===== config.mk =====
export PLATFORM = sky130hd
export DESIGN_NAME = vidcfg_i2c_slave
export DESIGN_NICKNAME = d
export VERILOG_FILES = /design/src/rtl/vidcfg_pkg.sv /design/src/rtl/vidcfg_i2c_edges.sv /design/src/rtl/vidcfg_i2c_fsm.sv /design/src/rtl/vidcfg_regfile.sv /design/src/rtl/vidcfg_status.sv /design/src/rtl/vidcfg_i2c_slave.sv
export SDC_FILE = /design/constraint.sdc
export NUM_CORES = 1
export LEC_CHECK = 0
export BUFFER_PORTS_ARGS = -buffer_cell sky130_fd_sc_hd__clkbuf_2
export CAP_MARGIN = 20
export CORE_MARGIN = 8
export CORE_UTILIZATION = 45
export DETAILED_ROUTE_END_ITERATION = 16
export PLACE_DENSITY = 0.67
export SLEW_MARGIN = 20
export SYNTH_ARGS = -nofsm -noshare
export SYNTH_HDL_FRONTEND = slang
export SYNTH_SLANG_ARGS = --single-unit

===== constraint.sdc =====
create_clock -name clk -period 4.4 [get_ports clk]
set_input_delay 0.66 -clock clk [delete_from_list [all_inputs] [get_ports clk]]
set_output_delay 0.66 -clock clk [all_outputs]
set_load 0.01 [all_outputs]

===== src/rtl/vidcfg_pkg.sv =====
package vidcfg_pkg;

  typedef enum logic [2:0] {
    ST_IDLE,
    ST_ADDR,
    ST_ADDR_ACK,
    ST_WR,
    ST_WR_ACK,
    ST_RD,
    ST_RD_ACK
  } bus_st_e;

endpackage


===== src/rtl/vidcfg_i2c_edges.sv =====
module vidcfg_i2c_edges #(
  parameter int SYNC_STAGES = 2
) (
  input  logic clk,
  input  logic rst,
  input  logic scl_i,
  input  logic sda_i,
  output logic scl_s,
  output logic sda_s,
  output logic scl_rise,
  output logic scl_fall,
  output logic start_ev,
  output logic stop_ev
);

  logic [SYNC_STAGES-1:0] scl_pipe, sda_pipe;
  logic scl_p, sda_p;

  always_ff @(posedge clk) begin
    if (rst) begin
      scl_pipe <= '1;
      sda_pipe <= '1;
      scl_p    <= 1'b1;
      sda_p    <= 1'b1;
    end else begin
      scl_pipe <= {scl_pipe[SYNC_STAGES-2:0], scl_i};
      sda_pipe <= {sda_pipe[SYNC_STAGES-2:0], sda_i};
      scl_p    <= scl_pipe[SYNC_STAGES-1];
      sda_p    <= sda_pipe[SYNC_STAGES-1];
    end
  end

  assign scl_s    = scl_pipe[SYNC_STAGES-1];
  assign sda_s    = sda_pipe[SYNC_STAGES-1];
  assign scl_rise = scl_s & ~scl_p;
  assign scl_fall = ~scl_s & scl_p;
  assign start_ev = scl_s & scl_p & sda_p & ~sda_s;
  assign stop_ev  = scl_s & scl_p & ~sda_p & sda_s;

endmodule


===== src/rtl/vidcfg_i2c_fsm.sv =====
module vidcfg_i2c_fsm
  import vidcfg_pkg::*;
#(
  parameter logic [6:0] DEV_ADDR = 7'h45
) (
  input  logic       clk,
  input  logic       rst,
  input  logic       sda_s,
  input  logic       scl_rise,
  input  logic       scl_fall,
  input  logic       start_ev,
  input  logic       stop_ev,
  input  logic [7:0] tx_a,
  input  logic [7:0] tx_b,
  output logic       sda_oe,
  output logic       wr_en,
  output logic [7:0] wr_addr,
  output logic [7:0] wr_data,
  output logic       por_clr
);

  localparam int CNTW = 4;
  localparam logic [CNTW-1:0] LAST_BIT = CNTW'(7);
  localparam logic [CNTW-1:0] BYTE_LEN = CNTW'(8);

  bus_st_e        st;
  logic [CNTW-1:0] bitcnt;
  logic [7:0]     shreg;
  logic [7:0]     txsh;
  logic [7:0]     index;
  logic           rw;
  logic           first;
  logic           rd_sel;
  logic           host_ack;

  always_ff @(posedge clk) begin
    wr_en   <= 1'b0;
    por_clr <= 1'b0;
    if (rst) begin
      st       <= ST_IDLE;
      bitcnt   <= '0;
      shreg    <= '0;
      txsh     <= '0;
      index    <= '0;
      rw       <= 1'b0;
      first    <= 1'b0;
      rd_sel   <= 1'b0;
      host_ack <= 1'b0;
      sda_oe   <= 1'b0;
      wr_addr  <= '0;
      wr_data  <= '0;
    end else if (start_ev) begin
      st     <= ST_ADDR;
      bitcnt <= '0;
      sda_oe <= 1'b0;
    end else if (stop_ev) begin
      st     <= ST_IDLE;
      sda_oe <= 1'b0;
    end else begin
      case (st)
        ST_IDLE: ;
        ST_ADDR, ST_WR: begin
          if (scl_rise) begin
            shreg  <= {shreg[6:0], sda_s};
            bitcnt <= bitcnt + 1'b1;
          end else if (scl_fall && bitcnt == BYTE_LEN) begin
            if (st == ST_ADDR) begin
              if (shreg[7:1] == DEV_ADDR) begin
                sda_oe <= 1'b1;
                rw     <= shreg[0];
                first  <= 1'b1;
                st     <= ST_ADDR_ACK;
              end else begin
                st <= ST_IDLE;
              end
            end else begin
              sda_oe <= 1'b1;
              st     <= ST_WR_ACK;
              first  <= 1'b0;
              if (first) begin
                index <= shreg;
              end else begin
                wr_en   <= 1'b1;
                wr_addr <= index;
                wr_data <= shreg;
                index   <= index + 1'b1;
              end
            end
          end
        end
        ST_ADDR_ACK: begin
          if (scl_fall) begin
            bitcnt <= '0;
            if (rw) begin
              txsh   <= tx_a;
              sda_oe <= ~tx_a[7];
              rd_sel <= 1'b0;
              st     <= ST_RD;
            end else begin
              sda_oe <= 1'b0;
              st     <= ST_WR;
            end
          end
        end
        ST_WR_ACK: begin
          if (scl_fall) begin
            sda_oe <= 1'b0;
            bitcnt <= '0;
            st     <= ST_WR;
          end
        end
        ST_RD: begin
          if (scl_fall) begin
            bitcnt <= bitcnt + 1'b1;
            if (bitcnt == LAST_BIT) begin
              sda_oe <= 1'b0;
              st     <= ST_RD_ACK;
            end else begin
              txsh   <= {txsh[6:0], 1'b0};
              sda_oe <= ~txsh[6];
            end
          end
        end
        ST_RD_ACK: begin
          if (scl_rise) begin
            host_ack <= ~sda_s;
            if (!rd_sel) por_clr <= 1'b1;
          end else if (scl_fall) begin
            if (host_ack) begin
              bitcnt <= '0;
              rd_sel <= ~rd_sel;
              txsh   <= rd_sel ? tx_a : tx_b;
              sda_oe <= rd_sel ? ~tx_a[7] : ~tx_b[7];
              st     <= ST_RD;
            end else begin
              st <= ST_IDLE;
            end
          end
        end
        default: st <= ST_IDLE;
      endcase
    end
  end

endmodule


===== src/rtl/vidcfg_regfile.sv =====
module vidcfg_regfile #(
  parameter int NREG = 23
) (
  input  logic              clk,
  input  logic              rst,
  input  logic              wr_en,
  input  logic [7:0]        wr_addr,
  input  logic [7:0]        wr_data,
  output logic [NREG*8-1:0] regs_flat,
  output logic              all_seen
);

  localparam int IDXW = $clog2(NREG);
  localparam logic [7:0] TOP_IDX = 8'(NREG - 1);

  logic [7:0]      mem [NREG];
  logic [NREG-1:0] seen;
  logic            hit;

  assign hit = wr_en && (wr_addr <= TOP_IDX);

  always_ff @(posedge clk) begin
    if (rst) begin
      for (int i = 0; i < NREG; i++) mem[i] <= '0;
      seen     <= '0;
      all_seen <= 1'b0;
    end else begin
      if (hit) begin
        mem[wr_addr[IDXW-1:0]]  <= wr_data;
        seen[wr_addr[IDXW-1:0]] <= 1'b1;
      end
      all_seen <= &seen;
    end
  end

  for (genvar g = 0; g < NREG; g++) begin : g_flat
    assign regs_flat[g*8 +: 8] = mem[g];
  end

endmodule


===== src/rtl/vidcfg_status.sv =====
module vidcfg_status #(
  parameter int A_BITS = 7,
  parameter int B_BITS = 6
) (
  input  logic              clk,
  input  logic              rst,
  input  logic              por_clr,
  input  logic [A_BITS-1:0] stat_a,
  input  logic [B_BITS-1:0] stat_b,
  input  logic [1:0]        xtal_sel,
  output logic              por_flag,
  output logic [7:0]        tx_a,
  output logic [7:0]        tx_b
);

  always_ff @(posedge clk) begin
    if (rst)          por_flag <= 1'b1;
    else if (por_clr) por_flag <= 1'b0;
  end

  assign tx_a = {por_flag, stat_a};
  assign tx_b = {stat_b, xtal_sel};

endmodule


===== src/rtl/vidcfg_i2c_slave.sv =====
module vidcfg_i2c_slave #(
  parameter logic [6:0] DEV_ADDR    = 7'h45,
  parameter int         LAST_SUB    = 22,
  parameter int         SYNC_STAGES = 2,
  localparam int        NREG        = LAST_SUB + 1
) (
  input  logic              clk,
  input  logic              rst,
  input  logic              scl_i,
  input  logic              sda_i,
  output logic              sda_o,
  output logic              sda_oe_o,
  input  logic [6:0]        stat_a_i,
  input  logic [5:0]        stat_b_i,
  output logic [NREG*8-1:0] regs_o,
  output logic              por_o,
  output logic              cfg_done_o
);

  logic       scl_s, sda_s, scl_rise, scl_fall, start_ev, stop_ev;
  logic       wr_en, por_clr, por_flag;
  logic [7:0] wr_addr, wr_data, tx_a, tx_b;

  vidcfg_i2c_edges #(.SYNC_STAGES(SYNC_STAGES)) u_edges (
    .clk(clk), .rst(rst), .scl_i(scl_i), .sda_i(sda_i),
    .scl_s(scl_s), .sda_s(sda_s), .scl_rise(scl_rise), .scl_fall(scl_fall),
    .start_ev(start_ev), .stop_ev(stop_ev)
  );

  vidcfg_i2c_fsm #(.DEV_ADDR(DEV_ADDR)) u_fsm (
    .clk(clk), .rst(rst), .sda_s(sda_s), .scl_rise(scl_rise),
    .scl_fall(scl_fall), .start_ev(start_ev), .stop_ev(stop_ev),
    .tx_a(tx_a), .tx_b(tx_b), .sda_oe(sda_oe_o), .wr_en(wr_en),
    .wr_addr(wr_addr), .wr_data(wr_data), .por_clr(por_clr)
  );

  vidcfg_regfile #(.NREG(NREG)) u_regs (
    .clk(clk), .rst(rst), .wr_en(wr_en), .wr_addr(wr_addr),
    .wr_data(wr_data), .regs_flat(regs_o), .all_seen(cfg_done_o)
  );

  vidcfg_status #(.A_BITS(7), .B_BITS(6)) u_status (
    .clk(clk), .rst(rst), .por_clr(por_clr), .stat_a(stat_a_i),
    .stat_b(stat_b_i), .xtal_sel(regs_o[1:0]), .por_flag(por_flag),
    .tx_a(tx_a), .tx_b(tx_b)
  );

  assign sda_o = 1'b0;
  assign por_o = por_flag;

endmodule


==> results of run 1 <==
[cell type report]
type	count	share of cell area
clock buffers	29	0.0533
clock inverters	23	0.0208
inverters	10	0.00284
multi-input cells	533	0.263
flip-flops and latches	268	0.546
well taps	324	0.0307
repair buffers	215	0.0837
[synth_stat cells, drive strengths merged, types with 3 or more instances]
cell,count,share of area
and2,187,0.11
edfxtp,184,0.51
dfxtp,84,0.15
nand2,54,0.023
nor2,52,0.034
o21ai,49,0.023
a21oi,38,0.017
clkbuf,36,0.012
mux2i,25,0.023
a21o,24,0.017
buf,12,0.0056
inv,10,0.0034
or2,10,0.0057
nor2b,9,0.0052
nor3,9,0.0052
nand4,8,0.0046
nand2b,7,0.0040
nand3b,4,0.0028
a211oi,3,0.0021
a22oi,3,0.0021
a31oi,3,0.0017
ha,3,0.0034
mux2,3,0.0031
nand3,3,0.0014
nor4,3,0.0031
[layer usage]
layer  vias to the layer above  GRT usage  share of wire
li1                       3426          -              -
met2                       192      0.304           0.50
met5                         -          0              0
met3                        46     0.0296          0.063
met4                         0     0.0514          0.024
met1                      3350      0.215           0.41
[through the flow]
stage               worst slack [ns]  cells  hold WS (ns)
CTS                             1.56   1402         0.291
finish                          1.72   1402         0.306
floorplan                       1.97    859         0.388
global route                    1.54   1402         0.305
global placement                1.52   1350         0.392
detailed placement              1.45   1350         0.398
[cells by family after synthesis]
| kind of cell | count (synthesis) | synth area share |
|---|---|---|
| buf+inv | 58 | 0.0215 |
| other cells | 1 | 0.000344 |
| mux | 28 | 0.0260 |
| compound gates | 137 | 0.0763 |
| fa+ha+maj | 3 | 0.00344 |
| simple gates | 363 | 0.211 |
| flops | 268 | 0.661 |
| xor+xnor | 1 | 0.000803 |
[sequential cells by signal (all words and copies together) (netlist names), 2 cells and up]
signal and count:
u_fsm.index 8, u_regs.seen 23, u_fsm.st 3, u_edges.scl_pipe 2, u_fsm.wr_addr 8, u_regs.mem 184, u_fsm.bitcnt 4, u_edges.sda_pipe 2
u_fsm.shreg 8, u_fsm.wr_data 8, u_fsm.txsh 7
[power by group through the flow]
stage	registers (mW)	clock network, mW	logic, mW
global route	2.80	2.59	0.220
global placement	2.85	0	0.203
floorplan	2.88	0	0.0698
detailed placement	2.85	0	0.206
finish	2.80	2.45	0.203
CTS	2.80	2.49	0.207
[final timing paths]
path                          from                  end  slack (ns)  depth (start not counted)
hold reg to reg      u_fsm.por_clr    u_status.por_flag        0.40                          1
setup / recovery  u_fsm.wr_addr[7]    u_regs.mem[10][0]        1.72                          4
hold / removal               scl_i  u_edges.scl_pipe[0]        0.31                          2
setup reg to reg  u_fsm.wr_addr[7]    u_regs.mem[10][0]        1.72                          4
[critical path: stages, from the launching register on]
cell and delay (ns):
dfxtp_1 0.31, or4b_4 0.58, nor3b_4 0.35, nand2_4 0.19
o21ai_0 0.86
==> qor.yml, run 1 <==
clock_network:
  cts_resized: 0
  cts.htree.levels: 1
  clock_latency_ns: 0.55
  cts_root_buf: "clkbuf_16"
  cts_buffer_depth: 3
  cts_tree: "built"
  hold_buffers: 0
  path_clk_slew_ns: 0.06
  clock_sinks: 268
  cts_made_buffers: 28
  post-cts-setup-buffers: 0
power:
  p_int_mw: 4.30
  clockPowerShare: 0.450
  switching_share: 0.211
  power_density_nw_per_um2: 413
  pwr-share-seq: 0.513
  p_switching_mw: 1.15
  vdd_drop_max_uv: 246
  p_total_mw: 5.45
  power_frac_comb: 0.037
  p_leak_nw: 5.35
timing:
  slew_violations: 0
  max_freq_mhz: 373
  setup_viol: 0
  hold_viol: 0
  rsz0062_at_grt: "false"
  skew_ns: 0.0204
  fin_setup_tns_ns: 0
  worstMarginPinSlew_ns: 1.08
  relSlewSlack: 0.277
  finalCritPeriodShare: 0.609
  fin_crit_ns: 2.68
cells_and_area:
  fin_util: 0.550
  drive_gt1_frac: 0.297
  n_antenna_cell: 0
  final_nets: 1076
  final_cell_mix: "clkbuf_2, and2_1, edfxtp_1"
  filler_cell_count: 1971
  stdcell_area_sq_um: 13200
  multi_input_area_sq_um: 3470
  syn_to_final_growth_pct: 21.2
  final_common_cell: "clkbuf_2"
  regArea_sq_um: 7210
critical_path:
  critPathArrivalTime_ns: 2.85
  worstSetupPathType: "flop to flop"
  cp.required_ns: 4.57
  cp-end-kind: "flop"
  worstSetupStartpointType: "flop"
  critPathMaxFanout: 8
place:
  placed_cell_area_sq_um: 12200
  gp_congestion: 0.757
  io_buffers: 203
  dp_hpwl_microns: 17500
synthesis:
  synth_ff_type: "edfxtp_1"
  synth_seq_cells: 268
  synth.distinct_cells: 62
  synth-edff-count: 184
  syn_avg_cell_area_sq_um: 12.7
  ys_warn_count: 0
  synth_cells: 859
  syn_nets: 879
  netlist_area_sq_um: 10900
  seq_area_frac_synth: 0.661
  synthArstFlopShare: 0
global_route:
  grt-ovfl-total: 0
  grt_max_degree: 44
  grt_pass1_wl_microns: 39400
  first_global_vias: 6873
  antenna_found_initial: 1
  grt_use_total: 0.173
floorplanning:
  io_pins: 205
  dieArea_sq_um: 29500
  die_h_microns: 172
  die_w_microns: 172
  rows: 57
  core_area_sq_um: 24000
  initial_core_util: 0.454
worst_hold_path:
  hold_class: "primary input to flop"
route:
  drt-wirelength-per-cell_microns: 18.5
  first_pass_iters: 4
  drtIter0Drc: 517
  num_vias: 7014
  totalWireLength_microns: 25900
  ant_nets: 0
  via_per_inst: 5.00
  drc: 0
flow_run:
  maxCapViolations: 0
outcome:
  outcome: "completed"
Power figures use the tool's default switching activity.
==> inputs of run 2 (changes only) <==
==> constraint.sdc (replaced) <==
create_clock -name clk -period 2.77 [get_ports clk]
set_input_delay 0.4155 -clock clk [delete_from_list [all_inputs] [get_ports clk]]
set_output_delay 0.4155 -clock clk [all_outputs]
set_load 0.01 [all_outputs]
==> qor.yml, run 2 (synthesized netlist as in run 1, its figures left out) <==
power:
  vdd_drop_max_uv: 461  # was 246 uV
  p_leak_nw: 5.46  # was 5.35 nW
  p_total_mw: 8.36  # was 5.45 mW
  power_density_nw_per_um2: 627  # was 413 nW/um^2
clock_network:
  hold_buffers: 0  # unchanged
  cts_root_buf: "clkbuf_16"  # unchanged
  clock_latency_ns: 0.52  # was 0.55 ns
  post-cts-setup-buffers: 0  # unchanged
  cts_tree: "built"  # unchanged
  path_clk_slew_ns: 0.06  # about the same
  cts_made_buffers: 27  # was 28
  cts_resized: 0  # unchanged
  cts.htree.levels: 1  # unchanged
  cts_buffer_depth: 3  # unchanged
  clock_sinks: 268  # unchanged
place:
  dp_cells: 1379  # was 1350
  dp_hpwl_microns: 17900  # was 17500 microns
  io_buffers: 203  # unchanged
  gp_congestion: 0.806  # was 0.757
  placed_cell_area_sq_um: 12500  # was 12200 sq um
cells_and_area:
  final_common_cell: "clkbuf_2"  # unchanged
  syn_to_final_growth_pct: 22.3  # was 21.2%
  finalNonFillerCells: 1429  # was 1402
  largest_reg_flops: 184  # unchanged
  stdcell_area_sq_um: 13300  # was 13200 sq um
  drive_gt1_frac: 0.303  # was 0.297
  top_regs: "u_regs.mem x184, u_regs.seen x23"  # unchanged
  n_antenna_cell: 0  # unchanged
  largest-register: "u_regs.mem"  # unchanged
  final_nets: 1104  # was 1076
  final_cell_mix: "clkbuf_2, and2_1, edfxtp_1"  # unchanged
global_route:
  grt-ovfl-total: 0  # unchanged
  grt_pass1_wl_microns: 40100  # was 39400 microns
  grt_use_total: 0.175  # was 0.173
  grt_max_degree: 47  # was 44
  antenna_found_initial: 0  # was 1
  first_global_vias: 7044  # was 6873
outcome:
  outcome: "completed"  # unchanged
floorplanning:
  dieArea_sq_um: 29500  # unchanged
  initial_core_util: 0.454  # unchanged
  die_h_microns: 172  # unchanged
  io_pins: 205  # unchanged
  die_w_microns: 172  # unchanged
  core_area_sq_um: 24000  # unchanged
  rows: 57  # unchanged
critical_path:
  critPathLaunch: "u_fsm.wr_addr[7]"  # unchanged
  rrSetupSlack_ns: 0.50  # was 1.72 ns
  worstReg2RegEnd: "u_regs.mem[12][1]"  # was u_regs.mem[10][0]
  worstPathCellList: "or4b_4 > nor3_4 > nand2_4 > o21ai_0 > buf_4"  # was or4b_4 > nor3b_4 > nand2_4 > o21ai_0
  r2r_start: "u_fsm.wr_addr[7]"  # unchanged
  ff2ff_path_depth: 5  # was 4
  critPathMaxStageDelay_ns: 0.57  # was 0.86 ns
  worstSetupStartpointType: "flop"  # unchanged
  slowest_stage: "or4b_4"  # was o21ai_0
  critPathArrivalTime_ns: 2.50  # was 2.85 ns
  crit_buf_inv: 1  # was 0
  critical-path-top-delay-family: "simple AND/OR/NAND/NOR gates"  # unchanged
  critPathMaxFanout: 8  # unchanged
  worstSetupPathType: "flop to flop"  # unchanged
  cp.required_ns: 3.00  # was 4.57 ns
  cp-end-kind: "flop"  # unchanged
timing:
  finalCritPeriodShare: 0.819  # was 0.609
  worstMarginPinSlew_ns: 1.03  # was 1.08 ns
  hold_viol: 0  # unchanged
  skew_ns: 0.00872  # was 0.0204 ns
  fin_crit_ns: 2.27  # was 2.68 ns
  rsz0062_at_grt: "false"  # unchanged
  setup_viol: 0  # unchanged
  relSlewSlack: 0.312  # was 0.277
  fin_setup_tns_ns: 0  # unchanged
  slew_violations: 0  # unchanged
  max_freq_mhz: 441  # was 373 MHz
  hold_slack_ns: 0.0754  # was 0.306 ns
route:
  drt-wirelength-per-cell_microns: 18.2  # was 18.5 microns
  drtIter0Drc: 553  # was 517
  via_per_inst: 4.98  # was 5.00
  first_pass_iters: 5  # was 4
  ant_nets: 0  # unchanged
  num_vias: 7116  # was 7014
  drc: 0  # unchanged
  totalWireLength_microns: 26100  # was 25900 microns
worst_hold_path:
  min_from: "scl_i"  # unchanged
  hold_class: "primary input to flop"  # unchanged
  whs_endpoint: "u_edges.scl_pipe[0]"  # unchanged
  hold_path_depth: 2  # unchanged
flow_run:
  maxCapViolations: 0  # unchanged
==> run 2: changes by cell type in the layout (fill, tap and decap cells not counted), sizes merged <==
cell,previous run,this run
clkbuf,232,238
clkinv,12,10
clkinvlp,5,1
bufinv,5,3
buf,12,41
==> run 2: cell type report <==
class                      count  area (sq um)
timing repair buffer         244          1340
sequential                   268          7210
tap                          324           405
fill                        2040         10700
inverter                      10          37.5
clock inverter                15           154
clock buffer                  35           726
multi-input combinational    533          3470
==> run 2: metrics by stage <==
stage / utilization / setup WS [ns]
finish: 0.555 / 0.501
global route: 0.555 / 0.375
CTS: 0.555 / 0.492
detailed placement: 0.518 / 0.520
global placement: 0.518 / 0.578
floorplan: - / 0.344
==> run 2: routing by layer <==
| metal | share of wire | global-route usage |
|---|---|---|
| met1 | 0.43 | 0.231 |
| met4 | 0.023 | 0.0491 |
| met5 | 0 | 0 |
| met2 | 0.49 | 0.297 |
| met3 | 0.060 | 0.0241 |
==> run 2: power breakdown <==
group	total [mW]	leakage [nW]	switching, mW	internal (mW)
clock	3.57	0.427	1.44	2.13
sequential	4.44	2.54	0.0646	4.38
combinational	0.342	2.50	0.208	0.134
total	8.36	5.46	1.72	6.64
==> run 2: how the worst max path moves through the flow <==
stage                        end  slack, ns  depth (start not counted)
2_1_floorplan  u_regs.mem[10][0]       0.34                          4
3_3_place_gp   u_regs.mem[12][6]       0.58                          5
5_1_grt        u_regs.mem[12][5]       0.38                          5
4_1_cts        u_regs.mem[12][3]       0.49                          5
3_5_place_dp   u_regs.mem[12][3]       0.52                          5
6_report       u_regs.mem[12][1]       0.50                          5
==> run 2: worst register-to-register path, cell delays in order (launching register included) <==
cell and delay (ns):
dfxtp_1 0.31, or4b_4 0.57, nor3_4 0.30, nand2_4 0.18, o21ai_0 0.39, buf_4 0.23
